`src/rtl/lin_hdr_pkg.sv`:
```
// Package: shared state encoding, header constants and the parity rule
// for the LIN slave header receiver.
package lin_hdr_pkg;

    typedef enum logic [2:0] {
        ST_IDLE,
        ST_DELIM,
        ST_SYNC_WAIT,
        ST_SYNC_MEAS,
        ST_ID_WAIT,
        ST_ID_BITS
    } hdr_state_t;

    // Falling edges inside the 0x55 sync character after its start bit.
    localparam int SYNC_FALLS = 4;
    // Data bits per character.
    localparam int CHAR_BITS  = 8;
    // Break threshold in nominal bit times.
    localparam int BRK_BITS   = 11;

    // Returns 1 when bits 7:6 of the identifier match their parity.
    function automatic logic id_parity_ok(input logic [7:0] id);
        logic p0;
        logic p1;
        p0 = id[0] ^ id[1] ^ id[2] ^ id[4];
        p1 = ~(id[1] ^ id[3] ^ id[4] ^ id[5]);
        return (id[6] == p0) && (id[7] == p1);
    endfunction

endpackage

```
`src/rtl/lin_rx_sync.sv`:
```
// Module: lin_rx_sync
// Brings the asynchronous rxd line into the clock domain through a
// chain of STAGES flops and flags each 1-to-0 transition.
// Assumes the line idles recessive (1), which is also the reset value.
module lin_rx_sync #(
    parameter int STAGES = 2
) (
    input  logic clk,
    input  logic rst_n,
    input  logic rxd,
    output logic rxd_s,
    output logic fall
);

    logic [STAGES:0] chain;

    // Shift the line through the chain; one extra stage holds the previous value.
    always_ff @(posedge clk) begin
        if (!rst_n) chain <= '1;
        else        chain <= {chain[STAGES-1:0], rxd};
    end

    assign rxd_s = chain[STAGES-1];
    assign fall  = chain[STAGES] & ~chain[STAGES-1];

endmodule

```
`src/rtl/lin_brk_det.sv`:
```
// Module: lin_brk_det
// Counts consecutive dominant clocks on the synchronised line. It emits
// a single-cycle pulse when the run reaches BRK_BITS nominal bit times.
// Assumes nom_bit_clks is held steady while a break is being measured.
module lin_brk_det
    import lin_hdr_pkg::*;
#(
    parameter int CNT_W = 16
) (
    input  logic             clk,
    input  logic             rst_n,
    input  logic             rxd_s,
    input  logic [CNT_W-1:0] nom_bit_clks,
    output logic             brk_hit
);

    localparam int RUN_W = CNT_W + 4;

    logic [RUN_W-1:0] run_cnt;
    logic [RUN_W-1:0] nom_ext;
    logic [RUN_W-1:0] thresh;

    assign nom_ext = RUN_W'(nom_bit_clks);
    assign thresh  = (nom_ext << 3) + (nom_ext << 1) + nom_ext;

    // Saturating count of dominant clocks; cleared by any recessive sample.
    always_ff @(posedge clk) begin
        if (!rst_n)            run_cnt <= '0;
        else if (rxd_s)        run_cnt <= '0;
        else if (!(&run_cnt))  run_cnt <= run_cnt + 1'b1;
    end

    assign brk_hit = !rxd_s && (run_cnt == thresh - 1'b1);

endmodule

```
`src/rtl/lin_char_sampler.sv`:
```
// Module: lin_char_sampler
// Samples one character, LSB first, at mid-bit using a supplied bit time.
// start must pulse in the cycle the start-bit falling edge is seen.
// done pulses one cycle after the stop bit is sampled; stop_ok holds that sample.
// Assumes period is at least 2 clocks.
module lin_char_sampler
    import lin_hdr_pkg::*;
#(
    parameter int CNT_W = 16
) (
    input  logic             clk,
    input  logic             rst_n,
    input  logic             start,
    input  logic             abort,
    input  logic             rxd_s,
    input  logic [CNT_W-1:0] period,
    output logic             done,
    output logic             stop_ok,
    output logic [7:0]       char_q
);

    localparam int TMR_W = CNT_W + 1;
    localparam int IDX_W = $clog2(CHAR_BITS + 1);

    logic             busy;
    logic [TMR_W-1:0] tmr;
    logic [IDX_W-1:0] idx;
    logic [TMR_W-1:0] per_ext;

    assign per_ext = TMR_W'(period);

    // Mid-bit timer, bit index and shift register for one character.
    always_ff @(posedge clk) begin
        if (!rst_n) begin
            busy    <= 1'b0;
            tmr     <= '0;
            idx     <= '0;
            done    <= 1'b0;
            stop_ok <= 1'b0;
            char_q  <= '0;
        end else begin
            done <= 1'b0;
            if (abort) begin
                busy <= 1'b0;
            end else if (start) begin
                busy <= 1'b1;
                tmr  <= per_ext + (per_ext >> 1) - 1'b1;
                idx  <= '0;
            end else if (busy) begin
                if (tmr == '0) begin
                    tmr <= per_ext - 1'b1;
                    if (idx == IDX_W'(CHAR_BITS)) begin
                        busy    <= 1'b0;
                        done    <= 1'b1;
                        stop_ok <= rxd_s;
                    end else begin
                        char_q <= {rxd_s, char_q[7:1]};
                        idx    <= idx + 1'b1;
                    end
                end else begin
                    tmr <= tmr - 1'b1;
                end
            end
        end
    end

endmodule

```
`src/rtl/lin_hdr_rx.sv`:
```
// Module: lin_hdr_rx (top)
// LIN slave header receiver: break detection, sync-based bit timing,
// identifier capture with an optional parity check, and status flags.
// Assumes rst_sta is pulsed only between headers and par_chk_en is
// steady during a header.
module lin_hdr_rx
    import lin_hdr_pkg::*;
#(
    parameter int CNT_W     = 16,
    parameter int SYNC_STGS = 2
) (
    input  logic             clk,
    input  logic             rst_n,
    input  logic             rxd,
    input  logic [CNT_W-1:0] nom_bit_clks,
    input  logic             par_chk_en,
    input  logic             rst_sta,
    output logic [7:0]       id_q,
    output logic             brk_flag,
    output logic             id_flag,
    output logic             par_err,
    output logic             frm_err
);

    localparam int MEAS_W = CNT_W + 3;
    localparam int FALL_W = $clog2(SYNC_FALLS);

    hdr_state_t        state;
    logic              rxd_s;
    logic              fall;
    logic              brk_hit;
    logic [MEAS_W-1:0] meas_cnt;
    logic [FALL_W-1:0] falls;
    logic [CNT_W-1:0]  period;
    logic              samp_start;
    logic              samp_done;
    logic              samp_stop_ok;
    logic [7:0]        samp_char;

    lin_rx_sync #(.STAGES(SYNC_STGS)) i_sync (
        .clk   (clk),
        .rst_n (rst_n),
        .rxd   (rxd),
        .rxd_s (rxd_s),
        .fall  (fall)
    );

    lin_brk_det #(.CNT_W(CNT_W)) i_brk (
        .clk          (clk),
        .rst_n        (rst_n),
        .rxd_s        (rxd_s),
        .nom_bit_clks (nom_bit_clks),
        .brk_hit      (brk_hit)
    );

    assign samp_start = (state == ST_ID_WAIT) && fall && !brk_hit;

    lin_char_sampler #(.CNT_W(CNT_W)) i_samp (
        .clk     (clk),
        .rst_n   (rst_n),
        .start   (samp_start),
        .abort   (brk_hit),
        .rxd_s   (rxd_s),
        .period  (period),
        .done    (samp_done),
        .stop_ok (samp_stop_ok),
        .char_q  (samp_char)
    );

    // Header sequencer: delimiter, sync timing, then the identifier character.
    always_ff @(posedge clk) begin
        if (!rst_n) begin
            state    <= ST_IDLE;
            meas_cnt <= '0;
            falls    <= '0;
            period   <= '0;
        end else if (brk_hit) begin
            state <= ST_DELIM;
        end else begin
            case (state)
                ST_DELIM: begin
                    if (rxd_s) state <= ST_SYNC_WAIT;
                end
                ST_SYNC_WAIT: begin
                    if (fall) begin
                        meas_cnt <= '0;
                        falls    <= '0;
                        state    <= ST_SYNC_MEAS;
                    end
                end
                ST_SYNC_MEAS: begin
                    meas_cnt <= meas_cnt + 1'b1;
                    if (fall) begin
                        if (falls == FALL_W'(SYNC_FALLS - 1)) begin
                            period <= CNT_W'((meas_cnt + 1'b1) >> 3);
                            state  <= ST_ID_WAIT;
                        end else begin
                            falls <= falls + 1'b1;
                        end
                    end else if (&meas_cnt) begin
                        state <= ST_IDLE;
                    end
                end
                ST_ID_WAIT: begin
                    if (fall) state <= ST_ID_BITS;
                end
                ST_ID_BITS: begin
                    if (samp_done) state <= ST_IDLE;
                end
                default: state <= ST_IDLE;
            endcase
        end
    end

    // Status flags and identifier register; a status clear overrides any set.
    always_ff @(posedge clk) begin
        if (!rst_n) begin
            id_q     <= '0;
            brk_flag <= 1'b0;
            id_flag  <= 1'b0;
            par_err  <= 1'b0;
            frm_err  <= 1'b0;
        end else if (rst_sta) begin
            brk_flag <= 1'b0;
            id_flag  <= 1'b0;
            par_err  <= 1'b0;
            frm_err  <= 1'b0;
        end else begin
            if (brk_hit) brk_flag <= 1'b1;
            if (samp_done && state == ST_ID_BITS) begin
                if (samp_stop_ok) begin
                    id_q    <= samp_char;
                    id_flag <= 1'b1;
                    if (par_chk_en && !id_parity_ok(samp_char)) par_err <= 1'b1;
                end else begin
                    frm_err <= 1'b1;
                end
            end
        end
    end

endmodule

```
`config.mk`:
```
export PLATFORM = sky130hd
export DESIGN_NAME = lin_hdr_rx
export DESIGN_NICKNAME = d
export VERILOG_FILES = /design/src/rtl/lin_hdr_pkg.sv /design/src/rtl/lin_rx_sync.sv /design/src/rtl/lin_brk_det.sv /design/src/rtl/lin_char_sampler.sv /design/src/rtl/lin_hdr_rx.sv
export SDC_FILE = /design/constraint.sdc
export NUM_CORES = 1
export LEC_CHECK = 0
export ABC_AREA = 0
export BUFFER_PORTS_ARGS = -buffer_cell sky130_fd_sc_hd__buf_2
export CAP_MARGIN = 15
export CORE_UTILIZATION = 35
export DETAILED_ROUTE_END_ITERATION = 6
export RECOVER_POWER = 25
export SYNTH_ARGS = -nofsm -noshare
export SYNTH_HDL_FRONTEND = slang
export SYNTH_SLANG_ARGS = --single-unit
```
`constraint.sdc`:
```
create_clock -name clk -period 6.9 [get_ports clk]
set_input_delay 1.38 -clock clk [delete_from_list [all_inputs] [get_ports clk]]
set_output_delay 1.38 -clock clk [all_outputs]
set_load 0.02 [all_outputs]
```
==> flow_metrics.py, run 1 <==
metrics = {
    "clocking": {
        "clock_latency_ns": 0.36,
        "cts_hold_buf": 0,
        "clockBufferDepth": 2,
        "path_clk_slew_ns": 0.07,
        "clock-sinks": 107,
        "htreeDepth": 3,
        "tritoncts": "done",
        "postCtsResizedCells": 0,
        "cts_root_buffer": "clkbuf_16",
        "cts_setup_buffers": 0,
        "numCtsBuffers": 9,
    },
    "final_layout": {
        "diodes": 0,
        "syn_to_final_growth_pct": 7.72,
        "multiInputGateArea_mm2": 0.00586,
        "seq_area_mm2": 0.00214,
        "nNetsFinal": 1191,
        "drive_gt1_share_pct": 6.73,
        "nFillCells": 2577,
    },
    "synth": {
        "ys_seq_elements": 107,
        "syn-num-nets": 1190,
        "yosys_warnings": 0,
        "yosysSeqAreaShare_pct": 24.8,
        "syn_avg_cell_area_um2": 8.00,
        "synthDistinctLibCells": 79,
        "async_reset_ff_share_pct": 0,
        "synth_cells": 1079,
        "synth_edf_count": 0,
        "synth_top_flop_cell": "dfxtp_1",
        "synth_area_mm2": 0.00863,
    },
    "sta": {
        "finalSetupTns_ns": 0,
        "max_freq_mhz": 186,
        "rsz0062_at_grt": "no",
        "setup_slack_ns": 1.52,
        "fin_skew_ns": 0.00690,
        "drv_slew": 42,
        "worst_slew_pin_slew_ns": 1.85,
        "fin_crit_sh_pct": 77.9,
        "layout_min_cycle_time_ns": 5.38,
        "relSlewSlack_pct": -23.2,
        "setup_viol": 0,
        "hold_viol": 0,
    },
    "setup_path": {
        "r2r_start": "i_samp.tmr[7]$_SDFFE_PN0P_",
        "rr_worst_depth": 13,
        "r2r_end": "i_samp.tmr[14]$_SDFFE_PN0P_",
        "crit_type": "in -> reg",
        "endpoint_kind": "flop",
        "path_cells": "buf_2 > inv_1 > ha_1 > inv_1 > fa_1 > ha_1 > a21oi_1 > nor2_1 > a221o_1 > or4_4 > a2111oi_4 > nand4_2 > or4_4 > nand3_4 > mux2i_1",
        "max_stage_delay_ns": 0.72,
        "worst_ep_required_time_ns": 7.18,
        "crit_path_top_delay_cell": "or4_4",
        "cp-start-kind": "primary input",
        "critPathArrivalTime_ns": 5.66,
        "worstPathMaxFanout": 38,
        "r2r_setup_slack_ns": 3.24,
    },
    "place": {
        "dp_hpwl_um": 15200,
        "preCtsSetupSlack_ns": 1.17,
        "portBuffers": 32,
        "gp_congestion": 0.885,
    },
    "drt": {
        "vias_per_cell": 5.30,
        "wl_per_cell_um": 14.4,
        "drc": 0,
        "antenna_left": 0,
        "drtIter0Drc": 475,
        "first_pass_iters": 5,
        "wl_um": 20200,
        "num_vias": 7467,
    },
    "grt": {
        "grt_pass1_wl_um": 34500,
        "grt_max_degree": 42,
        "antenna_found_initial": 0,
        "grt-ovfl-total": 0,
        "grt_usage_pct": 16.4,
        "grt_pass1_vias": 7137,
    },
    "worst_hold_path": {
        "hold_end": "i_sync.chain[1]$_SDFF_PN1_",
        "hold_path_depth": 1,
        "min_path_type": "reg -> reg",
        "hold_start": "i_sync.chain[0]$_SDFF_PN1_",
    },
    "floorplanning": {
        "start_util_pct": 35.6,
        "die-height_um": 159,
        "die_area_mm2": 0.0253,
        "core-area_mm2": 0.0242,
        "io_pins": 33,
        "die_x_um": 159,
        "rows": 57,
    },
    "flow_run": {
        "maxCapViolCount": 1,
    },
    "power": {
        "p_leak_nw": 3.79,
        "powerDensity_mw_per_mm2": 169,
        "ir_drop_v": 0.000131,
    },
    "outcome": {
        "outcome": "complete, but fails checks",
        "violations": "max-capacitance violations, max-slew violations",
    },
}
[cell usage after synthesis, types with 10 or more instances]
library cell,number,area [um2]
mux2i_1,39,390
nor3_1,26,130
clkbuf_1,32,120
nor2b_1,14,87.6
ha_1,74,926
inv_1,106,398
nand3_1,29,145
a21oi_1,53,265
nand2_1,100,375
nor2_1,83,312
nand4_1,19,119
a31oi_1,18,113
o21a_1,19,143
xor2_1,42,368
nand2b_1,10,62.6
nor4_1,12,75.1
and3_1,14,87.6
dfxtp_1,107,2140
or3_1,14,87.6
fa_1,16,320
o21ai_1,12,60.1
xnor2_1,39,342
o211ai_1,19,143
o21ai_0,36,180
[where the power goes]
group          switching [mW]  total, mW  internal [mW]
sequential           0.000725      0.619          0.618
combinational           0.251      0.415          0.164
clock                   0.236      0.538          0.303
total                   0.488       1.57           1.08
[kinds of logic (layout without fill, tap and decap cells)]
group / after synthesis / count (layout) / share of synthesized area (%)
flip-flops: 107 / 107 / 24.8
AO/OA/AOI/OAI: 233 / 233 / 18.3
adder cells (fa/ha/maj): 90 / 90 / 14.4
XOR/XNOR: 81 / 81 / 8.22
AND/OR/NAND/NOR: 373 / 373 / 22.3
multiplexers: 40 / 40 / 4.65
buffers and inverters: 155 / 161 / 7.36
[worst max path at each step]
stage | startpoint | slack (ns) | to | cells after the start
6_report | nom_bit_clks[9] | 1.52 | period[13]$_SDFFE_PN0P_ | 15
5_1_grt | nom_bit_clks[10] | 1.31 | period[8]$_SDFFE_PN0P_ | 15
4_1_cts | nom_bit_clks[0] | 1.54 | period[13]$_SDFFE_PN0P_ | 16
3_5_place_dp | nom_bit_clks[0] | 1.17 | period[5]$_SDFFE_PN0P_ | 16
3_3_place_gp | nom_bit_clks[6] | 1.19 | period[14]$_SDFFE_PN0P_ | 15
2_1_floorplan | nom_bit_clks[9] | 1.73 | meas_cnt[11]$_SDFFE_PN0P_ | 17
[routing by layer]
metal / share of wire [%] / wire [um] / GRT usage [%]
met5: 0 / 0 / 0
met4: 1.3 / 265 / 4.63
met2: 46 / 9320 / 27.2
met1: 48 / 9680 / 21.7
met3: 4.9 / 982 / 2.92
[state kept, by name (all words and copies together) (netlist names), 2 cells and up]
name,flops
i_brk.run_cnt,20
falls,2
i_samp.tmr,17
i_samp.char_q,8
meas_cnt,19
i_sync.chain,3
id_q,8
state,3
period,16
i_samp.idx,4
[cells in the final DEF (no fill, tap or decap), types with 14 or more instances in the layout]
| master | n |
|---|---|
| clkbuf_1 | 15 |
| ha_1 | 74 |
| a31oi_1 | 18 |
| nand3_1 | 29 |
| xor2_1 | 42 |
| o21ai_0 | 36 |
| dfxtp_1 | 107 |
| nor3_1 | 26 |
| mux2i_1 | 39 |
| nand2_1 | 100 |
| a21oi_1 | 53 |
| nor2b_1 | 14 |
| xnor2_1 | 39 |
| and3_1 | 14 |
| nand4_1 | 19 |
| or3_1 | 14 |
| nor2_1 | 83 |
| o211ai_1 | 19 |
| buf_2 | 19 |
| o21a_1 | 19 |
| fa_1 | 16 |
| inv_1 | 107 |
[through the flow]
step                instances  hold WS, ns  util (%)  instance area, um2  power, mW
CTS                      1409        0.414      38.4                9320       1.58
global route             1409        0.423      38.4                9300       1.65
global placement         1393        0.390      37.2                9010       1.04
finish                   1409        0.407      38.4                9300       1.57
detailed placement       1393        0.397      37.2                9010       1.04
floorplan                1079        0.386         -                8630      0.952
[cell type report]
type / instances / area share, %
timing repair buffer: 38 / 2.03
inverter: 107 / 4.32
clock inverter: 3 / 0.498
multi-input combinational: 817 / 63.0
tap: 324 / 4.36
clock buffer: 13 / 2.80
sequential: 107 / 23.0
[critical path, delay by kind of cell]
kind	cells	cell delay, ns
buffers and inverters	3	0.23
multiplexers	1	0.22
AND/OR/NAND/NOR	5	1.85
AO/OA/AOI/OAI	3	0.83
adder cells (fa/ha/maj)	3	1.10
No activity file was read; power rests on OpenSTA's default activity.
==> run 2, diff against run 1 <==
==> constraint.sdc (replaced) <==
create_clock -name clk -period 5 [get_ports clk]
set_input_delay 1 -clock clk [delete_from_list [all_inputs] [get_ports clk]]
set_output_delay 1 -clock clk [all_outputs]
set_load 0.02 [all_outputs]
==> run 2 against run 1 <==
  * The run now ends clean
  * Design area rose by 5.5%
  * Highest routed layer unchanged
  * Critical endpoint is now period[11]$_SDFFE_PN0P_
  * Clock skew barely moved
  * Die area did not move
  * Critical path depth rose by 3
  * Count of clock-buffer cells in the layout fell by 1
  * Via count rose by 3.3%
  * Worst setup slack got worse by 1.3 ns
  * Sequential power rose by 38%
==> flow_metrics.py, run 2 (same netlist as run 1, synthesis figures left out) <==
metrics = {
    "setup_path": {
        "crit_start": "nom_bit_clks[0]",
        "rr_worst_depth": 13,
        "worst_ep_required_time_ns": 5.28,
        "r2r_start": "i_samp.tmr[7]$_SDFFE_PN0P_",
        "endpoint_kind": "flop",
        "r2r_setup_slack_ns": 1.43,
        "r2r_end": "i_samp.tmr[14]$_SDFFE_PN0P_",
        "cp-start-kind": "primary input",
        "crit_type": "in -> reg",
        "critPathArrivalTime_ns": 5.10,
        "worstPathMaxFanout": 12,
    },
    "floorplanning": {
        "die_area_mm2": 0.0253,
        "rows": 57,
        "start_util_pct": 35.6,
        "die-height_um": 159,
        "core-area_mm2": 0.0242,
        "io_pins": 33,
        "die_x_um": 159,
    },
    "power": {
        "power_switching_mw": 0.681,
        "p_clk_share_pct": 32.6,
        "p_leak_nw": 4.10,
        "ir_drop_v": 0.000149,
        "sw_frac_of_total_pct": 29.9,
        "p_int_mw": 1.60,
        "p_comb_share_pct": 30.0,
        "p_seq_share_pct": 37.4,
        "powerDensity_mw_per_mm2": 233,
    },
    "sta": {
        "worst_slew_pin_slew_ns": 0.945,
        "layout_min_cycle_time_ns": 4.82,
        "rsz0062_at_grt": "yes",
        "relSlewSlack_pct": 36.9,
        "fin_skew_ns": 0.00706,
        "fin_crit_sh_pct": 96.4,
        "setup_viol": 0,
        "drv_slew": 0,
        "max_freq_mhz": 207,
        "hold_viol": 0,
    },
    "clocking": {
        "clock-sinks": 107,
        "tritoncts": "done",
        "htreeDepth": 3,
        "path_clk_slew_ns": 0.07,
        "clockBufferDepth": 2,
        "numCtsBuffers": 9,
        "cts_root_buffer": "clkbuf_16",
        "cts_hold_buf": 0,
        "clock_latency_ns": 0.35,
    },
    "place": {
        "dp_cells": 1445,
        "postPlaceCellArea_mm2": 0.00941,
        "portBuffers": 32,
        "gp_congestion": 0.921,
        "dp_hpwl_um": 15400,
    },
    "drt": {
        "first_pass_iters": 5,
        "vias_per_cell": 5.24,
        "antenna_left": 0,
        "wl_per_cell_um": 13.8,
        "num_vias": 7715,
        "drc": 0,
        "drtIter0Drc": 451,
        "wl_um": 20300,
    },
    "final_layout": {
        "top_register": "i_brk.run_cnt",
        "diodes": 0,
        "final_core_util_pct": 40.5,
        "final_cell_mix": "dfxtp_1 (107), inv_1 (106), nand2_1 (100)",
        "post-route-cell-area_mm2": 0.00981,
        "final_cells": 1472,
        "nNetsFinal": 1254,
        "drive_gt1_share_pct": 12.2,
        "largest_registers": "i_brk.run_cnt: 20 flops, meas_cnt: 19 flops, i_samp.tmr: 17 flops",
        "largest_reg_flops": 20,
        "layout_commonest_cell": "dfxtp_1",
        "syn_to_final_growth_pct": 13.6,
    },
    "grt": {
        "grt_usage_pct": 16.0,
        "gr-usage-met1_pct": 22.7,
        "grt.busiest_layer": "met2",
        "grt-ovfl-total": 0,
        "grt_max_degree": 51,
        "antenna_found_initial": 0,
        "grt_pass1_wl_um": 34300,
        "grtUsageMet3_pct": 2.55,
        "grt_pass1_vias": 7175,
        "use_met2_pct": 25.7,
    },
    "outcome": {
        "outcome": "completed",
    },
    "worst_hold_path": {
        "hold_path_depth": 1,
        "min_path_type": "reg -> reg",
        "hold_end": "i_sync.chain[1]$_SDFF_PN1_",
        "hold_start": "i_sync.chain[0]$_SDFF_PN1_",
    },
    "flow_run": {
        "maxCapViolCount": 0,
    },
}
## run 2: cell types whose count changed in the layout (fill, tap and decap cells not counted), sizes merged
cell	previous run	this run
clkbuf	26	24
buf	25	89
clkinv	1	2
## run 2: power by group through the flow
stage                     Sequential (mW)  Clock [mW]  Combinational (mW)
after floorplan                     0.873           0               0.441
after global placement              0.874           0               0.677
after detailed placement            0.874           0               0.676
after CTS                           0.854       0.760               0.680
after global routing                0.854       0.795               0.755
final                               0.854       0.744               0.683
## run 2: how the worst max path moves through the flow
stage,slack [ns],depth (start not counted),to
floorplan,0.21,17,meas_cnt[11]$_SDFFE_PN0P_
finish,0.18,18,period[11]$_SDFFE_PN0P_
detailed placement,-0.18,18,i_samp.tmr[2]$_SDFFE_PN0P_
global route,-0.03,18,period[9]$_SDFFE_PN0P_
global placement,-0.14,18,i_samp.tmr[2]$_SDFFE_PN0P_
CTS,0.18,18,i_samp.tmr[2]$_SDFFE_PN0P_
## run 2: repair_timing
action | 4_1_cts | 5_1_grt
setup buffers | 0 | 11
endpoints found under the setup margin | 0 | 21
resized for setup | 0 | 3
hold endpoints to repair | 0 | 0
## run 2: cell type report
| cell class | count | area, um2 |
|---|---|---|
| clock buffers | 12 | 267 |
| clock inverters | 4 | 47.5 |
| fillers | 2556 | 14400 |
| inverters | 107 | 402 |
| multi-input cells | 817 | 5860 |
| flip-flops and latches | 107 | 2140 |
| well taps | 324 | 405 |
| repair buffers | 101 | 683 |
## run 2: stage by stage
step           setup slack (ns)  TNS (ns)  hold slack [ns]  power [mW]
3_3_place_gp             -0.138     -4.06            0.390        1.55
2_1_floorplan             0.211         0            0.386        1.31
3_5_place_dp             -0.185     -5.94            0.397        1.55
6_report                  0.180         0            0.411        2.28
5_1_grt                 -0.0285   -0.0886            0.456        2.40
4_1_cts                   0.182         0            0.414        2.29
## run 2: metal layers
metal	up-vias	part of all wire [%]
met5	-	0
met2	166	45
met1	3596	50
met3	16	4.0
li1	3937	-
met4	0	0.82
## run 2: worst max-delay path: stages
cell and delay, ns:
buf_2 0.09, inv_1 0.05, ha_1 0.28, inv_1 0.05, fa_1 0.53, inv_1 0.07, fa_1 0.43, nor2b_1 0.17
o31a_1 0.22, o21bai_1 0.15, and3_1 0.21, a2111oi_0 0.38, buf_4 0.19, nand4_2 0.14, or4_4 0.59, nand3_4 0.22
buf_4 0.17, mux2i_1 0.16
